==> src/rtl/irqc_pkg.sv <==
package irqc_pkg;

    localparam int unsigned ADDR_W = 3;

    typedef enum logic [ADDR_W-1:0] {
        RA_MASK  = 3'd0,
        RA_ROUTE = 3'd1,
        RA_WAKE  = 3'd2,
        RA_CTRL  = 3'd3,
        RA_PEND  = 3'd4,
        RA_NORM  = 3'd5,
        RA_FAST  = 3'd6,
        RA_INDEX = 3'd7
    } reg_addr_e;

endpackage

==> src/rtl/irqc_regs.sv <==
module irqc_regs
    import irqc_pkg::*;
#(
    parameter int unsigned NSRC      = 32,
    parameter int unsigned GPIO_SRC  = 9,
    parameter int unsigned ALARM_SRC = 30,
    localparam int unsigned WAKE_W   = GPIO_SRC + 1
) (
    input  logic              clk,
    input  logic              rst_n,
    input  logic              wr_en_i,
    input  logic [ADDR_W-1:0] addr_i,
    input  logic [NSRC-1:0]   wdata_i,
    output logic [NSRC-1:0]   mask_o,
    output logic [NSRC-1:0]   route_o,
    output logic [WAKE_W-1:0] wake_arm_o,
    output logic [NSRC-1:0]   wake_vec_o,
    output logic              en_o
);

    typedef struct packed {
        logic [NSRC-1:0]   mask;
        logic [NSRC-1:0]   route;
        logic [WAKE_W-1:0] wake;
        logic              en;
    } regs_t;

    regs_t r_d, r_q;

    always_comb begin
        r_d = r_q;
        if (wr_en_i) begin
            unique case (reg_addr_e'(addr_i))
                RA_MASK:  r_d.mask  = wdata_i;
                RA_ROUTE: r_d.route = wdata_i;
                RA_WAKE:  r_d.wake  = wdata_i[WAKE_W-1:0];
                RA_CTRL:  r_d.en    = wdata_i[0];
                default:  r_d = r_q;
            endcase
        end
    end

    always_ff @(posedge clk or negedge rst_n) begin
        if (!rst_n) r_q <= '0;
        else        r_q <= r_d;
    end

    assign mask_o     = r_q.mask;
    assign route_o    = r_q.route;
    assign wake_arm_o = r_q.wake;
    assign en_o       = r_q.en;

    // Spread the arm bits over the source positions they serve
    for (genvar i = 0; i < NSRC; i++) begin : g_wake
        if (i < GPIO_SRC) begin : g_gpio
            assign wake_vec_o[i] = r_q.wake[i];
        end else if (i == ALARM_SRC) begin : g_alarm
            assign wake_vec_o[i] = r_q.wake[GPIO_SRC];
        end else begin : g_none
            assign wake_vec_o[i] = 1'b0;
        end
    end

    // a write to a read-only address leaves every register unchanged
    p_ro_write_r9: assert property (@(posedge clk) disable iff (!rst_n)
        (wr_en_i && addr_i[ADDR_W-1]) |=> $stable(r_q));

endmodule

==> src/rtl/irqc_route.sv <==
module irqc_route #(
    parameter int unsigned NSRC = 32
) (
    input  logic [NSRC-1:0] src_i,
    input  logic [NSRC-1:0] mask_i,
    input  logic [NSRC-1:0] route_i,
    output logic [NSRC-1:0] pend_o,
    output logic [NSRC-1:0] norm_o,
    output logic [NSRC-1:0] fast_o
);

    always_comb begin
        pend_o = src_i & mask_i;
        norm_o = pend_o & ~route_i;
        fast_o = pend_o & route_i;
    end

endmodule

==> src/rtl/irqc_prio.sv <==
module irqc_prio #(
    parameter int unsigned N    = 32,
    localparam int unsigned IDXW = (N > 1) ? $clog2(N) : 1
) (
    input  logic [N-1:0]    vec_i,
    output logic [IDXW-1:0] idx_o,
    output logic            valid_o
);

    always_comb begin
        idx_o   = '0;
        valid_o = 1'b0;
        for (int i = N - 1; i >= 0; i--) begin
            if (vec_i[i]) begin
                idx_o   = IDXW'(i);
                valid_o = 1'b1;
            end
        end
    end

    // a reported index points at a set bit, and no lower bit is set
    always_comb begin
        if (valid_o) begin
            a_idx_hit_r6: assert (vec_i[idx_o]);
            a_idx_low_r6: assert ((vec_i & ((N'(1) << idx_o) - N'(1))) == '0);
        end else begin
            a_idx_none_r6: assert (vec_i == '0);
        end
    end

endmodule

==> src/rtl/irqc_top.sv <==
module irqc_top
    import irqc_pkg::*;
#(
    parameter int unsigned NSRC      = 32,
    parameter int unsigned GPIO_SRC  = 9,
    parameter int unsigned ALARM_SRC = 30,
    localparam int unsigned WAKE_W   = GPIO_SRC + 1,
    localparam int unsigned IDXW     = $clog2(NSRC)
) (
    input  logic              clk,
    input  logic              rst_n,
    input  logic [NSRC-1:0]   src_i,
    input  logic              sleep_i,
    input  logic              wr_en_i,
    input  logic [ADDR_W-1:0] addr_i,
    input  logic [NSRC-1:0]   wdata_i,
    output logic [NSRC-1:0]   rdata_o,
    output logic              irq_o,
    output logic              fiq_o,
    output logic              wake_o
);

    logic [NSRC-1:0]   mask, route, wake_vec;
    logic [WAKE_W-1:0] wake_arm;
    logic              en;
    logic [NSRC-1:0]   pend_c, norm_c, fast_c;
    logic [IDXW-1:0]   idx;
    logic              idx_valid;

    typedef struct packed {
        logic [NSRC-1:0] pend;
        logic [NSRC-1:0] norm;
        logic [NSRC-1:0] fast;
        logic            irq;
        logic            fiq;
        logic            wake;
    } out_t;

    out_t o_d, o_q;

    irqc_regs #(
        .NSRC      (NSRC),
        .GPIO_SRC  (GPIO_SRC),
        .ALARM_SRC (ALARM_SRC)
    ) i_regs (
        .clk        (clk),
        .rst_n      (rst_n),
        .wr_en_i    (wr_en_i),
        .addr_i     (addr_i),
        .wdata_i    (wdata_i),
        .mask_o     (mask),
        .route_o    (route),
        .wake_arm_o (wake_arm),
        .wake_vec_o (wake_vec),
        .en_o       (en)
    );

    irqc_route #(.NSRC(NSRC)) i_route (
        .src_i   (src_i),
        .mask_i  (mask),
        .route_i (route),
        .pend_o  (pend_c),
        .norm_o  (norm_c),
        .fast_o  (fast_c)
    );

    irqc_prio #(.N(NSRC)) i_prio (
        .vec_i   (o_q.norm),
        .idx_o   (idx),
        .valid_o (idx_valid)
    );

    always_comb begin
        o_d      = o_q;
        o_d.pend = pend_c;
        o_d.norm = norm_c;
        o_d.fast = fast_c;
        o_d.irq  = en && (|norm_c);
        o_d.fiq  = en && (|fast_c);
        o_d.wake = (!en || sleep_i) && (|(src_i & wake_vec));
    end

    always_ff @(posedge clk or negedge rst_n) begin
        if (!rst_n) o_q <= '0;
        else        o_q <= o_d;
    end

    always_comb begin
        rdata_o = '0;
        unique case (reg_addr_e'(addr_i))
            RA_MASK:  rdata_o = mask;
            RA_ROUTE: rdata_o = route;
            RA_WAKE:  rdata_o = NSRC'(wake_arm);
            RA_CTRL:  rdata_o = NSRC'(en);
            RA_PEND:  rdata_o = o_q.pend;
            RA_NORM:  rdata_o = o_q.norm;
            RA_FAST:  rdata_o = o_q.fast;
            RA_INDEX: begin
                rdata_o[NSRC-1]   = idx_valid;
                rdata_o[IDXW-1:0] = idx;
            end
            default:  rdata_o = '0;
        endcase
    end

    assign irq_o  = o_q.irq;
    assign fiq_o  = o_q.fiq;
    assign wake_o = o_q.wake;

    // a disabled controller requests nothing on the next cycle
    p_off_quiet_r5: assert property (@(posedge clk) disable iff (!rst_n)
        !en |=> (!irq_o && !fiq_o));

    // pending never holds a source that was masked at the sampling edge
    p_pend_masked_r2: assert property (@(posedge clk) disable iff (!rst_n)
        (en || !en) |=> ((o_q.pend & ~$past(mask)) == '0));

    // the fast request follows an enabled, fast-routed, high source
    p_fiq_cause_r4: assert property (@(posedge clk) disable iff (!rst_n)
        !(|(src_i & mask & route)) |=> !fiq_o);

    // the normal request follows an enabled, normal-routed, high source
    p_irq_cause_r3: assert property (@(posedge clk) disable iff (!rst_n)
        !(|(src_i & mask & ~route)) |=> !irq_o);

    // running and awake means no wake request
    p_wake_gate_r7: assert property (@(posedge clk) disable iff (!rst_n)
        (en && !sleep_i) |=> !wake_o);

endmodule

==> config.mk <==
export PLATFORM = sky130hd
export DESIGN_NAME = irqc_top
export DESIGN_NICKNAME = d
export VERILOG_FILES = /design/src/rtl/irqc_pkg.sv /design/src/rtl/irqc_regs.sv /design/src/rtl/irqc_route.sv /design/src/rtl/irqc_prio.sv /design/src/rtl/irqc_top.sv
export SDC_FILE = /design/constraint.sdc
export NUM_CORES = 1
export LEC_CHECK = 0
export BUFFER_PORTS_ARGS = -buffer_cell sky130_fd_sc_hd__buf_2
export CORE_MARGIN = 2
export CORE_UTILIZATION = 51
export CTS_BUF_LIST = sky130_fd_sc_hd__clkbuf_4 sky130_fd_sc_hd__clkbuf_8
export DETAILED_ROUTE_END_ITERATION = 7
export PLACE_DENSITY = 0.72
export RECOVER_POWER = 50
export SLEW_MARGIN = 20
export SYNTH_ARGS = -nofsm -noshare
export SYNTH_HDL_FRONTEND = slang
export SYNTH_SLANG_ARGS = --single-unit
==> constraint.sdc <==
create_clock -name clk -period 1.9 [get_ports clk]
set_input_delay 0.19 -clock clk [delete_from_list [all_inputs] [get_ports clk]]
set_output_delay 0.19 -clock clk [all_outputs]
set_load 0.01 [all_outputs]
==> impl_metrics.yaml <==
status:
  outcome: "finished with violations"
  violations: "negative setup slack"
synthesis:
  yosysTopAreaCell: "dfrtp_1"
  synthArstFlopShare: 1.00
  synth_edf_count: 0
  ys_ff_latch: 174
  yosys_warnings: 0
  synthCells: 656
  avgSynthCellArea_um2: 12.0
  synth.area.top_cells: "dfrtp_1 55%, mux2_2 8.9%, mux2_1 4.4%, and3_1 2.9%, and2_1 2.4%"
  ys_seq_area_frac: 0.554
  syn_nets: 727
  ys.flop_type: "dfrtp_1"
  synth_top_area_frac: 0.554
  yosysUniqueCellTypes: 45
  syn_area_um2: 7860
worst_setup_path:
  worst_r2r_path_depth: 5
  path_cells: "or3_1 > a221o_1 > a21oi_2 > nor3_1 > o211ai_1 > buf_2"
  cp_top_family: "compound AO/OA/AOI/OAI gates"
  critPathKind: "reg -> out"
  critPathMaxFanout: 4
  critPathLaunchType: "flip-flop"
  crit_buf_inv: 1
  slowest_stage: "dfrtp_1"
  r2r-end: "irq_o"
  crit_path_end_kind: "output port"
  arrival_ps: 2220
  r2r-start: "i_regs.mask_o[30]"
  rrSetupSlack_ps: 110
  required_ps: 1710
  cp_slowest_stage_delay_ps: 440
cells_and_area:
  fin_area_um2: 10400
  layout-drive-gt1-share: 0.356
  antenna_cells: 0
  final_nets: 943
  fin_cells: 1073
  syn_to_final_growth_pct: 32.0
global_routing:
  antenna_found_initial: 0
  gr-total-overflow: 0
  grt_usage: 0.275
  grt_max_degree: 44
  grt_first_pass_wirelength_um: 34300
  grt_pass1_vias: 6480
sta:
  slew_viol_final: 0
  max_slew_margin: 0.258
  tns_ps: -2990
  period_needed_ps: 2410
  hold_violations: 0
  finalSetupViolations: 14
  worstMarginPinSlew_ps: 1110
  clock_skew_ps: 10.7
  grt_setup_unrepaired: "true"
  finalCritPeriodShare: 1.27
  hold_ws_ps: 74.1
  worst_slack_ps: -508
  max_clock_freq_mhz: 415
power_and_ir_drop:
  p_seq_frac: 0.483
  sw_frac_of_total: 0.323
  clkPwrFrac: 0.261
  pwr-share-comb: 0.256
  p_sw_mw: 3.22
  intPower_mw: 6.76
  pwr_density_cell_nw_per_um2: 961
  p_leak_nw: 4.84
  peakVddDrop_uv: 675
clock_network:
  clk_pin_slew_worst_paths_ps: 100
  clockBufferDepth: 2
  cts.sinks: 174
  h-tree-depth: 4
  clkLatencyLatePin_ps: 470
  clockRootBuffer: "clkbuf_8"
  cts_buffers: 17
  cts_tree: "yes"
route:
  dr.first_iter.drc_count: 551
  drt-total-wl_um: 21700
  dr.pass1.iters: 5
  viasPerCell: 5.97
  ant_nets: 0
  vias: 6401
  wire_per_inst_um: 20.2
  drc: 0
die:
  rows: 45
  die-height_um: 128
  die_w_um: 128
  core_area_um2: 15100
  start_util: 0.519
  die_area_um2: 16400
  ios: 106
placement:
  port-buffer-count: 105
  gp_congestion: 0.913
  placed_cells: 973
  post_dp_cell_area_um2: 8970
  dpl.hpwl_um: 15300
  pre_cts_ws_ps: -62.6
job:
  max-cap-violations: 0
min_path:
  hp-class: "in -> reg"
  whs_path_depth: 2
  hold_end: "o_q[97]"
  holdCritStartpoint: "src_i[30]"
==> repair_timing <==
action,CTS,global route
endpoints found under the setup margin,14,27
gates resized for setup,23,64
hold buffers,65,0
endpoints found under the hold margin,174,0
pin swaps,9,21
buffers inserted,4,1
==> cell families (layout without fill, tap and decap cells) <==
family | Yosys count | count (layout) | synth area share
compound gates | 111 | 111 | 0.0966
buf+inv | 40 | 269 | 0.0264
flops | 174 | 174 | 0.554
mux | 113 | 113 | 0.171
simple gates | 218 | 218 | 0.152
==> worst max-delay path by stage <==
| stage | startpoint | endpoint | slack (ps) | cells past startpoint |
|---|---|---|---|---|
| 3_5_place_dp | o_q[46] | rdata_o[4] | -60 | 6 |
| 2_1_floorplan | o_q[49] | rdata_o[4] | 300 | 5 |
| 5_1_grt | o_q[51] | rdata_o[0] | -590 | 6 |
| 3_3_place_gp | o_q[46] | rdata_o[4] | -50 | 6 |
| 6_report | o_q[51] | rdata_o[0] | -510 | 6 |
| 4_1_cts | o_q[51] | rdata_o[0] | -480 | 6 |
==> state kept, by name, summed over array words and instances (netlist names) <==
signal and cells:
fiq_o 1, wake_o 1, irq_o 1, i_regs.en_o 1, i_regs.mask_o 32, i_regs.route_o 32, i_regs.wake_arm_o 10, o_q 96
==> through the flow <==
stage,total power [mW],utilization
2_1_floorplan,6.03,-
3_3_place_gp,6.94,0.592
3_5_place_dp,7.03,0.592
4_1_cts,9.80,0.669
5_1_grt,10.5,0.686
6_report,9.98,0.686
==> power by group through the flow <==
| stage | Combinational (mW) | Sequential, mW | Clock (mW) |
|---|---|---|---|
| finish | 2.56 | 4.82 | 2.60 |
| global route | 2.76 | 4.90 | 2.83 |
| CTS | 2.38 | 4.77 | 2.65 |
| detailed placement | 2.19 | 4.83 | 0 |
| global placement | 2.15 | 4.80 | 0 |
| floorplan | 1.33 | 4.70 | 0 |
==> cells in the mapped netlist (10+ instances only) <==
library cell and instances:
nor2b_1 30, mux2_1 31, mux2i_1 12, nor2_1 41, dfrtp_1 174, nor4_1 25
a22o_1 10, and2_1 30, and3_1 36, nand2_1 29, mux2_2 62, a22oi_1 19
a21oi_1 21, inv_1 11, o22ai_1 24, buf_2 10
==> layer usage <==
metal,share of wire,track usage,vias up
li1,-,-,2850
met1,0.44,0.379,3279
met2,0.49,0.439,233
met3,0.051,0.0509,39
met4,0.021,0.103,0
met5,0,0,-
==> final cells by class <==
type / instances / area (um2)
fill: 1072 / 4760
sequential: 174 / 4360
clock inverter: 15 / 170
multi-input combinational: 442 / 3610
clock buffer: 17 / 234
timing repair buffer: 225 / 1720
inverter: 12 / 45.0
tap: 188 / 235
==> placed cells by master, fill, tap and decap left out, types with 11 or more instances in the layout <==
cell type	Yosys	routed
buf_4	6	31
and2_0	0	30
mux2_4	0	11
nand2_1	29	25
nor2_1	41	34
buf_6	3	16
a22oi_1	19	15
nor4_1	25	17
mux2_1	31	31
inv_1	11	11
clkbuf_8	0	17
nor2b_1	30	30
dfrtp_1	174	169
a21oi_2	0	11
buf_2	10	104
mux2i_1	12	12
mux2_2	62	51
o22ai_1	24	18
and3_1	36	36
dlygate4sd3_1	0	65
Note: power is estimated with default switching activity, not from simulation.
